--- config.mk ---
export PLATFORM = sky130hd
export DESIGN_NAME = probe_target_frontend
export DESIGN_NICKNAME = d
export VERILOG_FILES = /design/src/rtl/probe_pkg.sv /design/src/rtl/probe_sync.sv /design/src/rtl/probe_fault_latch.sv /design/src/rtl/probe_pin_mux.sv /design/src/rtl/probe_emu_hold.sv /design/src/rtl/probe_target_frontend.sv
export SDC_FILE = /design/constraint.sdc
export NUM_CORES = 1
export LEC_CHECK = 0
export ABC_AREA = 1
export CAP_MARGIN = 10
export CORE_AREA = 2 2 39 41
export DETAILED_ROUTE_END_ITERATION = 7
export DIE_AREA = 0 0 41 43
export HOLD_SLACK_MARGIN = 0.02
export PLACE_DENSITY = 0.73
export SETUP_SLACK_MARGIN = 0.4
export SLEW_MARGIN = 10
export SYNTH_ARGS = -nofsm -noshare
export SYNTH_HDL_FRONTEND = slang
export SYNTH_HIERARCHICAL = 1
export SYNTH_SLANG_ARGS = --single-unit
--- constraint.sdc ---
create_clock -name clk -period 2.7 [get_ports clk]
set_input_delay 0.675 -clock clk [delete_from_list [all_inputs] [get_ports clk]]
set_output_delay 0.675 -clock clk [all_outputs]
set_load 0.01 [all_outputs]
--- src/rtl/probe_pkg.sv ---
package probe_pkg;
  typedef enum logic {
    LINK_SCAN   = 1'b0,
    LINK_SERIAL = 1'b1
  } link_mode_e;

  typedef struct packed {
    logic tck_o;
    logic tck_oe;
    logic tms_o;
    logic tms_oe;
    logic tdi_o;
    logic tdi_oe;
  } pin_drive_t;
endpackage

--- src/rtl/probe_sync.sv ---
module probe_sync #(
  parameter int   STAGES  = 2,
  parameter logic RST_VAL = 1'b0
) (
  input  logic clk,
  input  logic rst_n,
  input  logic d,
  output logic q
);
  logic [STAGES-1:0] chain;

  always_ff @(posedge clk or negedge rst_n) begin
    if (!rst_n) chain <= {STAGES{RST_VAL}};
    else        chain <= {chain[STAGES-2:0], d};
  end

  assign q = chain[STAGES-1];
endmodule

--- src/rtl/probe_fault_latch.sv ---
module probe_fault_latch #(
  parameter int SYNC_STAGES = 2
) (
  input  logic clk,
  input  logic rst_n,
  input  logic pwr_good_async,
  input  logic ack_async,
  output logic fault
);
  logic pg_s;
  logic ack_s;
  logic ack_d;
  logic ack_edge;

  probe_sync #(.STAGES(SYNC_STAGES), .RST_VAL(1'b0)) u_pg_sync (
    .clk(clk), .rst_n(rst_n), .d(pwr_good_async), .q(pg_s)
  );

  probe_sync #(.STAGES(SYNC_STAGES), .RST_VAL(1'b0)) u_ack_sync (
    .clk(clk), .rst_n(rst_n), .d(ack_async), .q(ack_s)
  );

  always_ff @(posedge clk or negedge rst_n) begin
    if (!rst_n) ack_d <= 1'b0;
    else        ack_d <= ack_s;
  end

  assign ack_edge = ack_s ^ ack_d;

  // Loss of power dominates; release needs power plus an acknowledge edge.
  always_ff @(posedge clk or negedge rst_n) begin
    if (!rst_n)                 fault <= 1'b1;
    else if (!pg_s)             fault <= 1'b1;
    else if (ack_edge)          fault <= 1'b0;
  end


  fault_set_chk: assert property (@(posedge clk) disable iff (!rst_n)
    !pg_s |=> fault);


  fault_release_chk: assert property (@(posedge clk) disable iff (!rst_n)
    $fell(fault) |-> ($past(pg_s) && $past(ack_edge)));


  fault_hold_chk: assert property (@(posedge clk) disable iff (!rst_n)
    (fault && !(pg_s && ack_edge)) |=> fault);
endmodule

--- src/rtl/probe_pin_mux.sv ---
module probe_pin_mux
  import probe_pkg::*;
(
  input  link_mode_e mode,
  input  logic       fault,
  input  logic       host_tck,
  input  logic       host_tms,
  input  logic       host_tdi,
  input  logic       host_swdio_out,
  input  logic       host_swdio_dir,
  input  logic       tgt_tms_i,
  input  logic       tgt_tdo_i,
  input  logic       tgt_rtck_i,
  output pin_drive_t drv,
  output logic       host_tdo,
  output logic       host_rtck,
  output logic       host_swdio_in
);
  always_comb begin
    drv = '0;
    if (!fault) begin
      drv.tck_o  = host_tck;
      drv.tck_oe = 1'b1;
      if (mode == LINK_SERIAL) begin
        drv.tms_o  = host_swdio_out;
        drv.tms_oe = host_swdio_dir;
      end else begin
        drv.tms_o  = host_tms;
        drv.tms_oe = 1'b1;
        drv.tdi_o  = host_tdi;
        drv.tdi_oe = 1'b1;
      end
    end
  end

  assign host_tdo      = tgt_tdo_i;
  assign host_rtck     = tgt_rtck_i;
  assign host_swdio_in = tgt_tms_i;
endmodule

--- src/rtl/probe_emu_hold.sv ---
module probe_emu_hold #(
  parameter int N_EMU = 2
) (
  input  logic             fault,
  input  logic [N_EMU-1:0] hold,
  output logic [N_EMU-1:0] emu_o,
  output logic [N_EMU-1:0] emu_oe
);
  for (genvar i = 0; i < N_EMU; i++) begin : g_pin
    assign emu_o[i]  = 1'b0;
    assign emu_oe[i] = fault & hold[i];
  end
endmodule

--- src/rtl/probe_target_frontend.sv ---
module probe_target_frontend
  import probe_pkg::*;
#(
  parameter int SYNC_STAGES = 2,
  parameter int N_EMU       = 2
) (
  input  logic             clk,
  input  logic             rst_n,
  input  logic             swd_mode,
  input  logic             host_tck,
  input  logic             host_tms,
  input  logic             host_tdi,
  input  logic             host_swdio_out,
  input  logic             host_swdio_dir,
  output logic             host_tdo,
  output logic             host_rtck,
  output logic             host_swdio_in,
  input  logic [N_EMU-1:0] emu_hold,
  input  logic             ack_toggle,
  input  logic             pwr_good,
  output logic             tgt_fault,
  output logic             tgt_tck_o,
  output logic             tgt_tck_oe,
  output logic             tgt_tms_o,
  output logic             tgt_tms_oe,
  input  logic             tgt_tms_i,
  output logic             tgt_tdi_o,
  output logic             tgt_tdi_oe,
  input  logic             tgt_tdo_i,
  input  logic             tgt_rtck_i,
  output logic [N_EMU-1:0] tgt_emu_o,
  output logic [N_EMU-1:0] tgt_emu_oe
);
  pin_drive_t drv;
  link_mode_e mode;

  assign mode = link_mode_e'(swd_mode);

  probe_fault_latch #(.SYNC_STAGES(SYNC_STAGES)) u_latch (
    .clk(clk), .rst_n(rst_n),
    .pwr_good_async(pwr_good), .ack_async(ack_toggle),
    .fault(tgt_fault)
  );

  probe_pin_mux u_mux (
    .mode(mode), .fault(tgt_fault),
    .host_tck(host_tck), .host_tms(host_tms), .host_tdi(host_tdi),
    .host_swdio_out(host_swdio_out), .host_swdio_dir(host_swdio_dir),
    .tgt_tms_i(tgt_tms_i), .tgt_tdo_i(tgt_tdo_i), .tgt_rtck_i(tgt_rtck_i),
    .drv(drv), .host_tdo(host_tdo), .host_rtck(host_rtck),
    .host_swdio_in(host_swdio_in)
  );

  probe_emu_hold #(.N_EMU(N_EMU)) u_emu (
    .fault(tgt_fault), .hold(emu_hold),
    .emu_o(tgt_emu_o), .emu_oe(tgt_emu_oe)
  );

  assign tgt_tck_o  = drv.tck_o;
  assign tgt_tck_oe = drv.tck_oe;
  assign tgt_tms_o  = drv.tms_o;
  assign tgt_tms_oe = drv.tms_oe;
  assign tgt_tdi_o  = drv.tdi_o;
  assign tgt_tdi_oe = drv.tdi_oe;


  pins_released_chk: assert property (@(posedge clk) disable iff (!rst_n)
    tgt_fault |-> !(tgt_tck_oe || tgt_tms_oe || tgt_tdi_oe));


  emu_idle_chk: assert property (@(posedge clk) disable iff (!rst_n)
    !tgt_fault |-> (tgt_emu_oe == '0));
endmodule

Yosys cells after proc, flatten, opt, wreduce, memory -nomap -nowiden
Index checks and enable logic that the tools add are counted.
{"block": "totals", "regBits": 6, "output_inout_bits": 14}
{"block": "op_classes", "eq_ne": 1, "mux": 5, "n_bitwise": 3}
{"operator": "$mux W6", "count": 1}
{"operator": "$mux W2", "count": 2}
{"operator": "$and A1 B1 Y1", "count": 2}
{"operator": "$mux W1", "count": 2}
{"operator": "$ne A2 B1 Y1 const B", "count": 1}
{"operator": "$xor A1 B1 Y1", "count": 1}

Logic depth before layout (Yosys ltp)
{"block": "logic_depth", "word_depth": 3, "depth_mapped": 4}

Cells and area by module
Netlist, hierarchy kept.
{"mod": "probe_sync", "instances": 2, "cells_each": 2, "area_each_um2": 50.0, "seq_area_each_um2": 50.0}
{"mod": "probe_fault_latch", "instances": 1, "cells_each": 8, "area_each_um2": 75.1, "seq_area_each_um2": 51.3}
{"mod": "probe_pin_mux", "instances": 1, "cells_each": 15, "area_each_um2": 72.6, "seq_area_each_um2": 0.0}
{"mod": "probe_emu_hold", "instances": 1, "cells_each": 7, "area_each_um2": 33.8, "seq_area_each_um2": 0.0}

Worst setup path before layout
OpenSTA, ideal clock, no wires.
{"block": "synth_timing", "kind": "input -> output", "startpoint": "in swd_mode", "endpoint": "out tgt_tdi_o", "arrival_ps": 984, "path_slack_ps": 1041, "stages": 1, "n_path_buf": 0, "cell_sequence": "nor3b_1"}
{"block": "synth_via", "elab_chain_cells": 2}
{"item": "start: declaration", "line_no": "probe_target_frontend.sv:9", "text": "input logic swd_mode,"}
{"item": "$mux W2", "line_no": "probe_pin_mux.sv:24", "text": "if (mode == LINK_SERIAL) begin"}
{"item": "$mux W6", "line_no": "probe_pin_mux.sv:21", "text": "if (!fault) begin"}
{"item": "end: declaration", "line_no": "probe_target_frontend.sv:27", "text": "output logic tgt_tdi_o,"}
No other way between the ends.

Final worst setup path
{"block": "layout_timing", "startpoint": "in host_swdio_out", "endpoint": "out tgt_tms_o"}
{"block": "layout_via", "elab_chain_cells": 2}
{"item": "start: declaration", "line_no": "probe_target_frontend.sv:13", "text": "input logic host_swdio_out,"}
{"item": "$mux W2", "line_no": "probe_pin_mux.sv:24"}
{"item": "$mux W6", "line_no": "probe_pin_mux.sv:21"}
{"item": "end: declaration", "line_no": "probe_target_frontend.sv:24", "text": "output logic tgt_tms_o,"}
No other way between the ends.

==> out/results.txt <==
WP data required - 2.03 ns
Num CTS Buffers - 3
Ports - 29
CP Capture Type - primary output
largest net degree at the start of global routing - 10
First-pass DRT Iterations - 2
Leakage Power - 0.279 nW
overall routing resource usage - 7.83%
Clk pwr share - 37.7%
Syn Std Cell Area - 282 sq um
post-route cell area - 484 sq um
final setup violation count - 0
register area share after synthesis - 53.8%
WL final - 575 um
vias in the first global route - 218
initial antenna violation count - 0
unrepaired setup endpoints after global routing - no
Max Cap Viol - 0
Gate Count Post-Synth - 34
final net count - 70
DR DRC count - 0
Yosys reg bits - 6
post-synth cell types - 10
Max Clk Rate - 441 MHz
Net Sw Frac - 23.3%
syn avg cell area - 8.28 sq um
fraction of layout cells with a size suffix above 1 - 9.26%
DP HPWL - 456 um
CTS root buffer - clkbuf_4
Layout Skew - 0.00382 ns
DR vias - 268
die width - 41 um
Post-DP Area - 468 sq um
total number of clock tree sinks - 6
PortBufs - 20
ANT cells - 0
Chip Height - 43 um
routed length per instance - 8.21 um
fin crit period - 2.27 ns
FILL cells - 150
antenna-violating nets left - 0
Clock Pin Slew Worst Setup and Hold Paths - 0.05 ns
Critical Path AT - 1.59 ns
clk buf depth - 2
first-pass GRT wire length - 821 um
Setup CP Type - input pin to primary output
Cell Pwr Density - 484 nW/um^2
Comb pwr share - 19.4%
clock latency at the later pin of the worst-skew pair - 0.24 ns
final period utilization - 83.9%
H-tree depth - 1
area grow syn2layout - 72.0%
Die ar. - 1760 sq um
Cell Int Power - 180 uW
Worst Hold Class - flip-flop to flip-flop
Post-CTS Repair Setup Buffers - 0
VDD IR max - 0.000242 V
Worst Setup Start Kind - input pin
setup tns final - 0 ns
core area - 1380 sq um
status - finished clean
Initial Util - 20.3%
Fin. Hold Viols - 0
max-slew violations - 0
TritonCTS clock tree - built
Hold-fix buffers, CTS - 0
1st-iter DRT viols - 1
Crit Path Max Fanout - 1
Net Sw Power - 54.6 uW
grt ovf - 0
Yosys warnings - 6
via density per instance - 3.83
Row Count - 14
GP Congestion - 0.572
sequential fraction of design power - 42.9%
cells in the mapped netlist:
master / n / share of area [%]
buf_4: 5 / 13
nand2_1: 7 / 9.3
conb_1: 1 / 1.3
nand3_1: 1 / 1.8
dfstp_2: 1 / 9.3
nor2_1: 4 / 5.3
inv_1: 8 / 11
dfrtp_1: 5 / 44
nor3b_1: 1 / 2.7
a21oi_1: 1 / 1.8
logic make-up after synthesis:
family / Yosys count / share of synthesized area, %
AND/OR/NAND/NOR: 13 / 19.1
buffers and inverters: 13 / 24.0
flip-flops: 6 / 53.8
AO/OA/AOI/OAI: 1 / 1.78
other: 1 / 1.33
placed cells by master, fill, tap and decap left out:
master,n
a21oi_1,1
clkbuf_1,1
clkbuf_2,1
clkbuf_4,3
clkdlybuf4s50_1,12
conb_1,2
dfrtp_1,5
dfstp_2,1
dlygate4sd2_1,6
dlymetal6s2s_1,1
inv_1,8
nand2_1,7
nand3_1,1
nor2_1,4
nor3b_1,1
sequential cells by signal, summed over array words and instances (netlist names):
signal,cells
u_latch/u_pg_sync/chain,2
u_latch/ack_d,1
u_latch/u_ack_sync/chain,2
u_latch/fault,1
power by group through the flow:
stage	Combinational, mW	Sequential (mW)	Clock [mW]
after floorplan	0.0211	0.101	0
after detailed placement	0.0514	0.102	0
after global routing	0.0507	0.101	0.0999
final	0.0454	0.101	0.0885
after CTS	0.0466	0.101	0.0932
after global placement	0.0504	0.102	0
metrics by stage:
stage | setup WS [ns] | instances | power [mW] | hold slack (ns) | util, %
after detailed placement | 0.106 | 66 | 0.153 | 0.337 | 33.8
after global routing | 0.406 | 70 | 0.252 | 0.369 | 35.0
after global placement | 0.127 | 66 | 0.152 | 0.333 | 33.8
final | 0.434 | 70 | 0.234 | 0.351 | 35.0
after floorplan | 1.04 | 35 | 0.123 | 0.331 | -
after CTS | 0.426 | 70 | 0.240 | 0.355 | 35.1
layout make-up:
class,instances,area [sq um],share of cell area [%]
Inverter,8,30.0,6.20
Sequential cell,6,151,31.3
Tap cell,16,20.0,4.13
Timing Repair Buffer,20,190,39.3
Multi-Input combinational cell,16,66.3,13.7
Clock buffer,4,26.3,5.43
worst paths after layout:
kind | startpoint | to | slack, ns | depth (start not counted)
max in group asynchronous | rst_n | u_latch/fault | 1.77 | 1
max reg2reg | u_latch/fault | u_latch/fault | 1.88 | 2
min reg2reg | u_latch/u_pg_sync/chain[0] | u_latch/u_pg_sync/chain[1] | 0.35 | 0
min | u_latch/u_pg_sync/chain[0] | u_latch/u_pg_sync/chain[1] | 0.35 | 0
min in group asynchronous | rst_n | u_latch/u_pg_sync/chain[0] | 0.66 | 1
max | host_swdio_out | tgt_tms_o | 0.43 | 6
layer usage:
layer,GRT usage [%],part of all wire [%],wire length (um),vias up
met5,0,0,0,-
met4,6.67,1.9,11,0
met3,6.81,21,121,4
met2,12.2,46,262,23
met1,5.02,31,179,110
li1,-,-,-,131
worst max-delay path: stages:
cell             delay [ns]
clkdlybuf4s50_1        0.45
inv_1                  0.03
nand2_1                0.05
nand2_1                0.04
nor2_1                 0.07
dlygate4sd2_1          0.27
timing repair:
item,in CTS,in global routing
endpoints found under the setup margin,7,2
gates cloned,0,0
hold endpoints to repair,0,0
gates resized for setup,7,4
Note: power is estimated with default switching activity, not from simulation.
